$ cat src/rtl/zta_pkg.sv
`timescale 1ns/1ps
package zta_pkg;
  localparam int unsigned LANE_W = 9;

  typedef enum logic {
    ORD_LIN = 1'b0,
    ORD_ILV = 1'b1
  } ord_e;

  typedef struct packed {
    logic vld;
    logic wr;
  } op_t;

  function automatic logic [1:0] burst_lsb(input logic [1:0] start,
                                           input logic [1:0] step,
                                           input ord_e       ord);
    return (ord == ORD_ILV) ? (start ^ step) : (start + step);
  endfunction
endpackage

$ cat src/rtl/zta_burst.sv
`timescale 1ns/1ps
module zta_burst
  import zta_pkg::*;
#(
  parameter int unsigned AW = 6
) (
  input  logic          clk_i,
  input  logic          rst_ni,
  input  logic          en_i,
  input  logic          sel_i,
  input  logic          adv_i,
  input  logic          wr_i,
  input  logic [AW-1:0] addr_i,
  input  ord_e          ord_i,
  output op_t           op_o,
  output logic [AW-1:0] addr_o
);
  logic [AW-1:0] base_q;
  logic [1:0]    step_q, nxt_step;
  logic          wr_q;

  always_comb begin
    nxt_step = step_q + 2'd1;
    op_o     = '0;
    addr_o   = addr_i;
    if (sel_i) begin
      op_o.vld = 1'b1;
      if (adv_i) begin
        op_o.wr = wr_q;
        addr_o  = {base_q[AW-1:2], burst_lsb(base_q[1:0], nxt_step, ord_i)};
      end else begin
        op_o.wr = wr_i;
      end
    end
  end

  always_ff @(posedge clk_i or negedge rst_ni) begin
    if (!rst_ni) begin
      base_q <= '0;
      step_q <= '0;
      wr_q   <= 1'b0;
    end else if (en_i && sel_i) begin
      if (adv_i) begin
        step_q <= nxt_step;
      end else begin
        base_q <= addr_i;
        step_q <= '0;
        wr_q   <= wr_i;
      end
    end
  end

  // consecutive linear advances step the LSBs by one, upper bits fixed
  a_r9_linear_step: assert property (@(posedge clk_i) disable iff (!rst_ni)
    (en_i && sel_i && adv_i && ord_i == ORD_LIN) ##1 (en_i && sel_i && adv_i && ord_i == ORD_LIN)
    |-> (addr_o[1:0] == $past(addr_o[1:0]) + 2'd1) && (addr_o[AW-1:2] == $past(addr_o[AW-1:2])));
endmodule

$ cat src/rtl/zta_cmd_pipe.sv
`timescale 1ns/1ps
module zta_cmd_pipe
  import zta_pkg::*;
#(
  parameter int unsigned AW    = 6,
  parameter int unsigned NB    = 2,
  parameter int unsigned DEPTH = 2
) (
  input  logic                           clk_i,
  input  logic                           rst_ni,
  input  logic                           en_i,
  input  op_t                            op_i,
  input  logic [AW-1:0]                  addr_i,
  input  logic [NB-1:0]                  be_i,
  output op_t  [DEPTH-1:0]               op_o,
  output logic [DEPTH-1:0][AW-1:0]       addr_o,
  output logic [DEPTH-1:0][NB-1:0]       be_o
);
  op_t  [DEPTH-1:0]         op_q;
  logic [DEPTH-1:0][AW-1:0] addr_q;
  logic [DEPTH-1:0][NB-1:0] be_q;

  always_ff @(posedge clk_i or negedge rst_ni) begin
    if (!rst_ni) begin
      op_q   <= '0;
      addr_q <= '0;
      be_q   <= '0;
    end else if (en_i) begin
      op_q[0]   <= op_i;
      addr_q[0] <= addr_i;
      be_q[0]   <= be_i;
      for (int s = 1; s < DEPTH; s++) begin
        op_q[s]   <= op_q[s-1];
        addr_q[s] <= addr_q[s-1];
        be_q[s]   <= be_q[s-1];
      end
    end
  end

  assign op_o   = op_q;
  assign addr_o = addr_q;
  assign be_o   = be_q;
endmodule

$ cat src/rtl/zta_array.sv
`timescale 1ns/1ps
module zta_array
  import zta_pkg::*;
#(
  parameter int unsigned AW = 6,
  parameter int unsigned NB = 2
) (
  input  logic                 clk_i,
  input  logic                 we_i,
  input  logic [AW-1:0]        waddr_i,
  input  logic [NB-1:0]        wbe_i,
  input  logic [NB*LANE_W-1:0] wdata_i,
  input  logic [AW-1:0]        raddr_i,
  output logic [NB*LANE_W-1:0] rdata_o
);
  localparam int unsigned WORDS = 1 << AW;
  localparam int unsigned DW    = NB * LANE_W;

  logic [DW-1:0] mem [WORDS];

  always_ff @(posedge clk_i) begin
    if (we_i) begin
      for (int k = 0; k < NB; k++) begin
        if (wbe_i[k]) mem[waddr_i][k*LANE_W +: LANE_W] <= wdata_i[k*LANE_W +: LANE_W];
      end
    end
  end

  assign rdata_o = mem[raddr_i];
endmodule

$ cat src/rtl/zero_ta_sram.sv
`timescale 1ns/1ps
module zero_ta_sram
  import zta_pkg::*;
#(
  parameter int unsigned ADDR_W = 6,
  parameter int unsigned LANES  = 2
) (
  input  logic                    clk_i,
  input  logic                    rst_ni,
  input  logic                    cke_ni,
  input  logic                    ce0_ni,
  input  logic                    ce1_ni,
  input  logic                    ce2_i,
  input  logic                    we_ni,
  input  logic                    adv_i,
  input  logic [ADDR_W-1:0]       addr_i,
  input  logic [LANES-1:0]        be_ni,
  input  logic [LANES*9-1:0]      wdata_i,
  input  logic                    oe_ni,
  input  logic                    pipe_i,
  input  logic                    ilv_i,
  output logic [LANES*9-1:0]      rdata_o,
  output logic                    rdrive_o
);
  localparam int unsigned DW     = LANES * LANE_W;
  localparam int unsigned STAGES = 2;

  logic en, sel;
  assign en  = ~cke_ni;
  assign sel = ~ce0_ni & ~ce1_ni & ce2_i;

  op_t                          cmd_op;
  logic [ADDR_W-1:0]            cmd_addr;
  op_t  [STAGES-1:0]            st_op;
  logic [STAGES-1:0][ADDR_W-1:0] st_addr;
  logic [STAGES-1:0][LANES-1:0] st_be;

  zta_burst #(.AW(ADDR_W)) u_burst (
    .clk_i  (clk_i),
    .rst_ni (rst_ni),
    .en_i   (en),
    .sel_i  (sel),
    .adv_i  (adv_i),
    .wr_i   (~we_ni),
    .addr_i (addr_i),
    .ord_i  (ord_e'(ilv_i)),
    .op_o   (cmd_op),
    .addr_o (cmd_addr)
  );

  zta_cmd_pipe #(.AW(ADDR_W), .NB(LANES), .DEPTH(STAGES)) u_pipe (
    .clk_i  (clk_i),
    .rst_ni (rst_ni),
    .en_i   (en),
    .op_i   (cmd_op),
    .addr_i (cmd_addr),
    .be_i   (~be_ni),
    .op_o   (st_op),
    .addr_o (st_addr),
    .be_o   (st_be)
  );

  op_t               a_op, b_op;
  logic [ADDR_W-1:0] a_addr, b_addr;
  logic [LANES-1:0]  a_be, b_be;
  assign a_op   = st_op[0];
  assign b_op   = st_op[1];
  assign a_addr = st_addr[0];
  assign b_addr = st_addr[1];
  assign a_be   = st_be[0];
  assign b_be   = st_be[1];

  // late write: commit from stage B (pipelined) or stage A (flow-through)
  logic              wr_en;
  logic [ADDR_W-1:0] wr_addr;
  logic [LANES-1:0]  wr_be;
  always_comb begin
    if (pipe_i) begin
      wr_en   = en & b_op.vld & b_op.wr;
      wr_addr = b_addr;
      wr_be   = b_be;
    end else begin
      wr_en   = en & a_op.vld & a_op.wr;
      wr_addr = a_addr;
      wr_be   = a_be;
    end
  end

  logic [DW-1:0] mem_rd;
  zta_array #(.AW(ADDR_W), .NB(LANES)) u_array (
    .clk_i   (clk_i),
    .we_i    (wr_en),
    .waddr_i (wr_addr),
    .wbe_i   (wr_be),
    .wdata_i (wdata_i),
    .raddr_i (a_addr),
    .rdata_o (mem_rd)
  );

  // read-after-write bypass: write in B commits on the edge that loads the output register
  logic          byp_hit;
  logic [DW-1:0] byp_dat;
  assign byp_hit = b_op.vld & b_op.wr & (b_addr == a_addr);

  for (genvar k = 0; k < LANES; k++) begin : g_lane
    assign byp_dat[k*LANE_W +: LANE_W] = (byp_hit && b_be[k]) ? wdata_i[k*LANE_W +: LANE_W]
                                                              : mem_rd[k*LANE_W +: LANE_W];
  end

  logic          pq_vld;
  logic [DW-1:0] pq_dat;
  always_ff @(posedge clk_i or negedge rst_ni) begin
    if (!rst_ni) begin
      pq_vld <= 1'b0;
      pq_dat <= '0;
    end else if (en) begin
      pq_vld <= a_op.vld & ~a_op.wr;
      pq_dat <= byp_dat;
    end
  end

  logic          rd_vld;
  logic [DW-1:0] rd_dat;
  assign rd_vld   = pipe_i ? pq_vld : (a_op.vld & ~a_op.wr);
  assign rd_dat   = pipe_i ? pq_dat : mem_rd;
  assign rdrive_o = rd_vld & ~oe_ni;
  assign rdata_o  = rdrive_o ? rd_dat : '0;

  // unselected edge loads no command into stage A
  a_r1_desel: assert property (@(posedge clk_i) disable iff (!rst_ni)
    en && !sel |=> !a_op.vld);
  // pipelined read in stage A yields a valid output register next edge
  a_r2_pipe_lat: assert property (@(posedge clk_i) disable iff (!rst_ni)
    pipe_i && en && a_op.vld && !a_op.wr |=> pq_vld);
  // full-lane write just ahead of a same-address read is forwarded
  a_r7_bypass: assert property (@(posedge clk_i) disable iff (!rst_ni)
    pipe_i && en && a_op.vld && !a_op.wr && b_op.vld && b_op.wr && (a_addr == b_addr) && (&b_be)
    |=> pq_dat == $past(wdata_i));
  // stalled edge leaves the command stage untouched
  a_r8_hold: assert property (@(posedge clk_i) disable iff (!rst_ni)
    !en |=> $stable(a_op) && $stable(a_addr));
  // disabled output reads zero
  a_r11_oe: assert property (@(posedge clk_i) disable iff (!rst_ni)
    oe_ni |-> rdata_o == '0);
endmodule

$ cat config.mk
export PLATFORM = sky130hd
export DESIGN_NAME = zero_ta_sram
export DESIGN_NICKNAME = d
export VERILOG_FILES = /design/src/rtl/zta_pkg.sv /design/src/rtl/zta_burst.sv /design/src/rtl/zta_cmd_pipe.sv /design/src/rtl/zta_array.sv /design/src/rtl/zero_ta_sram.sv
export SDC_FILE = /design/constraint.sdc
export NUM_CORES = 1
export LEC_CHECK = 0
export BUFFER_PORTS_ARGS = -buffer_cell sky130_fd_sc_hd__clkbuf_2
export CORE_ASPECT_RATIO = 0.5
export CORE_MARGIN = 2
export CORE_UTILIZATION = 52
export CTS_CLUSTER_SIZE = 14
export DETAILED_ROUTE_END_ITERATION = 10
export PLACE_DENSITY = 0.64
export RECOVER_POWER = 100
export SYNTH_ARGS = -nofsm -noshare
export SYNTH_HDL_FRONTEND = slang
export SYNTH_SLANG_ARGS = --single-unit
$ cat constraint.sdc
create_clock -name clk_i -period 2.8 [get_ports clk_i]
set_input_delay 0.14 -clock clk_i [delete_from_list [all_inputs] [get_ports clk_i]]
set_output_delay 0.14 -clock clk_i [all_outputs]
set_load 0.02 [all_outputs]
==> results by group <==
Outcome
  – Status: complete, but fails checks
  – Failing checks: max-capacitance violations, max-slew violations, negative setup slack

Finish
  – Synthesis-to-finish area growth: 18.4%
  – Layout filler cell count: 6,080
  – Layout cells sized above 1: 35.4%
  – Layout Nets: 2,705

Timing
  – Setup TNS: -12,530 ps
  – Max_slew headroom: -103%
  – Final max-slew violation count: just under 700
  – Final setup violation count: 35
  – Worst Tran Pin Value: between 3000 and 4000 ps
  – Post-route setup slack: -725 ps
  – Final hold violation count: 0
  – RSZ-0062 raised after global routing: true
  – F_max: about 280 MHz
  – Fin Clk Skew: 20.5 ps
  – Clock period minus worst slack: 3520 ps
  – Final period util: 126%

Worst setup path
  – R2R cell count: 7
  – Crit-path max FO: 8
  – WP data arrival: approximately 3400 ps
  – Critical Path Max Stage Delay: 540 ps
  – Critical Path, Cell by Cell: buf_12, buf_12, buf_4, mux4_2, a22oi_2, a21oi_1, nor4_2, buf_4, o22ai_1, buf_2
  – Worst Setup End Kind: output pin
  – Critical path launch point type: register
  – CP required: 2660 ps
  – Worst path slowest cell: mux4_2
  – Worst Path Class, Setup: register to output pin

Pwr
  – P_int: 28.8 mW
  – Combinational share of power: 11.3%
  – Tot Pwr: 37.4 mW
  – Sequential group share of total power: 53.2%
  – PwrDens: 676 nW/µm²
  – Switching part of the total: approximately 23%
  – Leak: 17.7 nW
  – Max IR drop VDD: ~0.00047 V
  – Switching power: 8.61 mW
  – Clk pwr share: 35.5%

Placed design
  – IO buf count: 55
  – Gp weighted congestion: 0.860
  – Setup WS pre-CTS: -431 ps
  – DP HPWL: 71.4 mm

Clock network
  – Worst skew pair latency: approximately 700 ps
  – Clk buf depth: 3
  – H-tree depth: 3
  – # clock sinks: 1,200
  – CTS tree: built
  – Clock root buffer: clkbuf_16
  – CTS clk-pin slew, worst paths: around 70 ps
  – CTS Buf Count: 103

Die
  – I/O pins: between 50 and 60
  – Core Region: slightly below 90,000 µm²
  – Starting density of the core: 52.7%
  – Row count: 77
  – DIE WIDTH: between 400 and 500 µm
  – DIE AREA: approximately 90,000 µm²
  – Die Height: 216 µm

Yosys
  – Post-synthesis register bit count: 1,200
  – Post-synthesis async set-or-reset flop share: 4.00%
  – Sequential share of the synthesized area: 76.6%
  – Count leader, synth: edfxtp_1
  – Number of synthesized flops with an enable pin: approximately 1.2k
  – Syn Inst Count: 2,250
  – Predominant post-synthesis flop cell: edfxtp_1
  – Synth cell count leaders: edfxtp_1, mux4_2, nor2_1
  – Netlist cell types: 45
  – Post-synthesis cell area: 46,700 µm²
  – Synth Area per Inst: 20.8 µm²
  – YS warnings: 0
  – Yosys top cell by area: edfxtp_1
  – Synth area leaders: edfxtp_1, mux4_2, dfrtp_1
  – Net Count, Synth: 2,288
  – Share of the synthesized area in the top cell type: 74.1%

Drt
  – Routed length per instance: between 20 and 30 µm
  – Vias per cell: 6.17
  – DR WL met3: 9.90 mm
  – WL met1: approximately 47 mm
  – Total Wirelength: 114 mm
  – Routed wl met2: 54.0 mm
  – Number of remaining DRC errors: 0
  – Highest routed layer: met4
  – Initial DRT Pass Iterations: 5
  – Iter 0 DRT Violations: 2,865
  – Routed Antenna Nets: 0
  – Vias: roughly 24k

GRT
  – Vias in the first global route: 24.1k
  – Overflow after GRT: 0
  – Initial antenna violation count: 0
  – First-pass GRT wire length: about 170 mm
  – All-Layer GR Usage: 24.8%
  – Largest net degree at the start of global routing: 75

Hold path
  – Hold path cells: 6
  – Worst hold path type: input port to register

Run
  – Max_cap viols: 14
final cells by class:
class,instances,area (µm²),share of cell area (%)
Inverter,9,33.8,0.0611
Tap cell,1185,1480,2.68
Multi-Input combinational cell,905,10900,19.7
Clock buffer,145,2860,5.17
Clock inverter,35,161,0.292
Timing Repair Buffer,448,4060,7.34
Sequential cell,1200,35800,64.7
Antenna cell,1,2.50,0.00452
power by group through the flow:
stage	sequential (mW)	clock [mW]	combinational (mW)
final	19.9	13.3	4.21
after CTS	19.9	13.5	4.08
after global placement	20.3	0	3.65
after global routing	19.9	14.2	4.42
after floorplan	20.2	0	1.96
after detailed placement	20.3	0	3.69
layout by cell type, fill, tap and decap left out, types with 23 or more instances in the layout:
cell       netlist  layout
a21oi_1         57      31
clkbuf_1        71      58
edfxtp_1      1152    1152
nor2_1         141     140
dfrtp_1         48      46
clkbuf_2         1      43
buf_12           0      48
clkbuf_16        0     107
a21oi_2          0      23
a22oi_1        114      57
nand2_1         84      84
mux4_2         288     288
a22oi_2          0      57
buf_4           10     291
cell families after synthesis:
logic type,count (synthesis),share of synthesized area (%)
buf+inv,145,1.53
mux,324,14.7
xor+xnor,9,0.169
simple gates,299,3.00
fa+ha+maj,1,0.0268
flops,1200,76.6
compound gates,272,3.96
through the flow:
| step | instances | utilization (%) | cell area [µm²] | hold WS [ps] |
|---|---|---|---|---|
| 5_1_grt | 3927 | 62.4 | 55300 | 166 |
| 4_1_cts | 3910 | 62.1 | 55100 | 1.77 |
| 3_5_place_dp | 3684 | 57.4 | 50900 | 261 |
| 6_report | 3928 | 62.4 | 55300 | 141 |
| 3_3_place_gp | 3684 | 57.4 | 50900 | 263 |
| 2_1_floorplan | 2250 | - | 46700 | -156 |
flip-flops by register name (all words and copies together), names as in the netlist:
register and flops:
u_pipe.op_o 4, u_burst.wr_q 1, pq_dat 18, u_pipe.addr_o 12
u_pipe.be_o 4, u_burst.base_q 6, u_burst.step_q 2, u_array.mem 1152
pq_vld 1
routing by layer:
metal	vias to the layer above	global-route usage, %
li1	10200	-
met1	12800	36.2
met2	1060	38.4
met3	176	5.83
met4	0	6.45
met5	-	0
final timing paths:
path / from / endpoint / slack (ps)
setup / recovery: u_pipe.addr_o[0] / rdata_o[11] / -720
hold / removal: ilv_i / u_pipe.addr_o[1] / 140
setup reg to reg: u_pipe.addr_o[1] / u_array.mem[19][9] / -40
hold reg to reg: pq_dat[6] / pq_dat[6] / 480
max in group asynchronous: rst_ni / pq_dat[15] / 1040
min in group asynchronous: rst_ni / u_burst.base_q[3] / 430
repair_timing:
item                                    4_1_cts  5_1_grt
endpoints found under the setup margin       21       22
endpoints found under the hold margin       257        0
resized for setup                           123       60
cloned                                        5        0
pin swaps                                    23        8
buffers inserted                             20       18
hold buffers                                 21        0
worst max-delay path: cells and delay by family (launching register included):
family,cells,cell delay (ps)
compound gates,3,470
buf+inv,5,890
flops,1,490
mux,1,540
simple gates,1,290
Power figures use the tool's default switching activity.
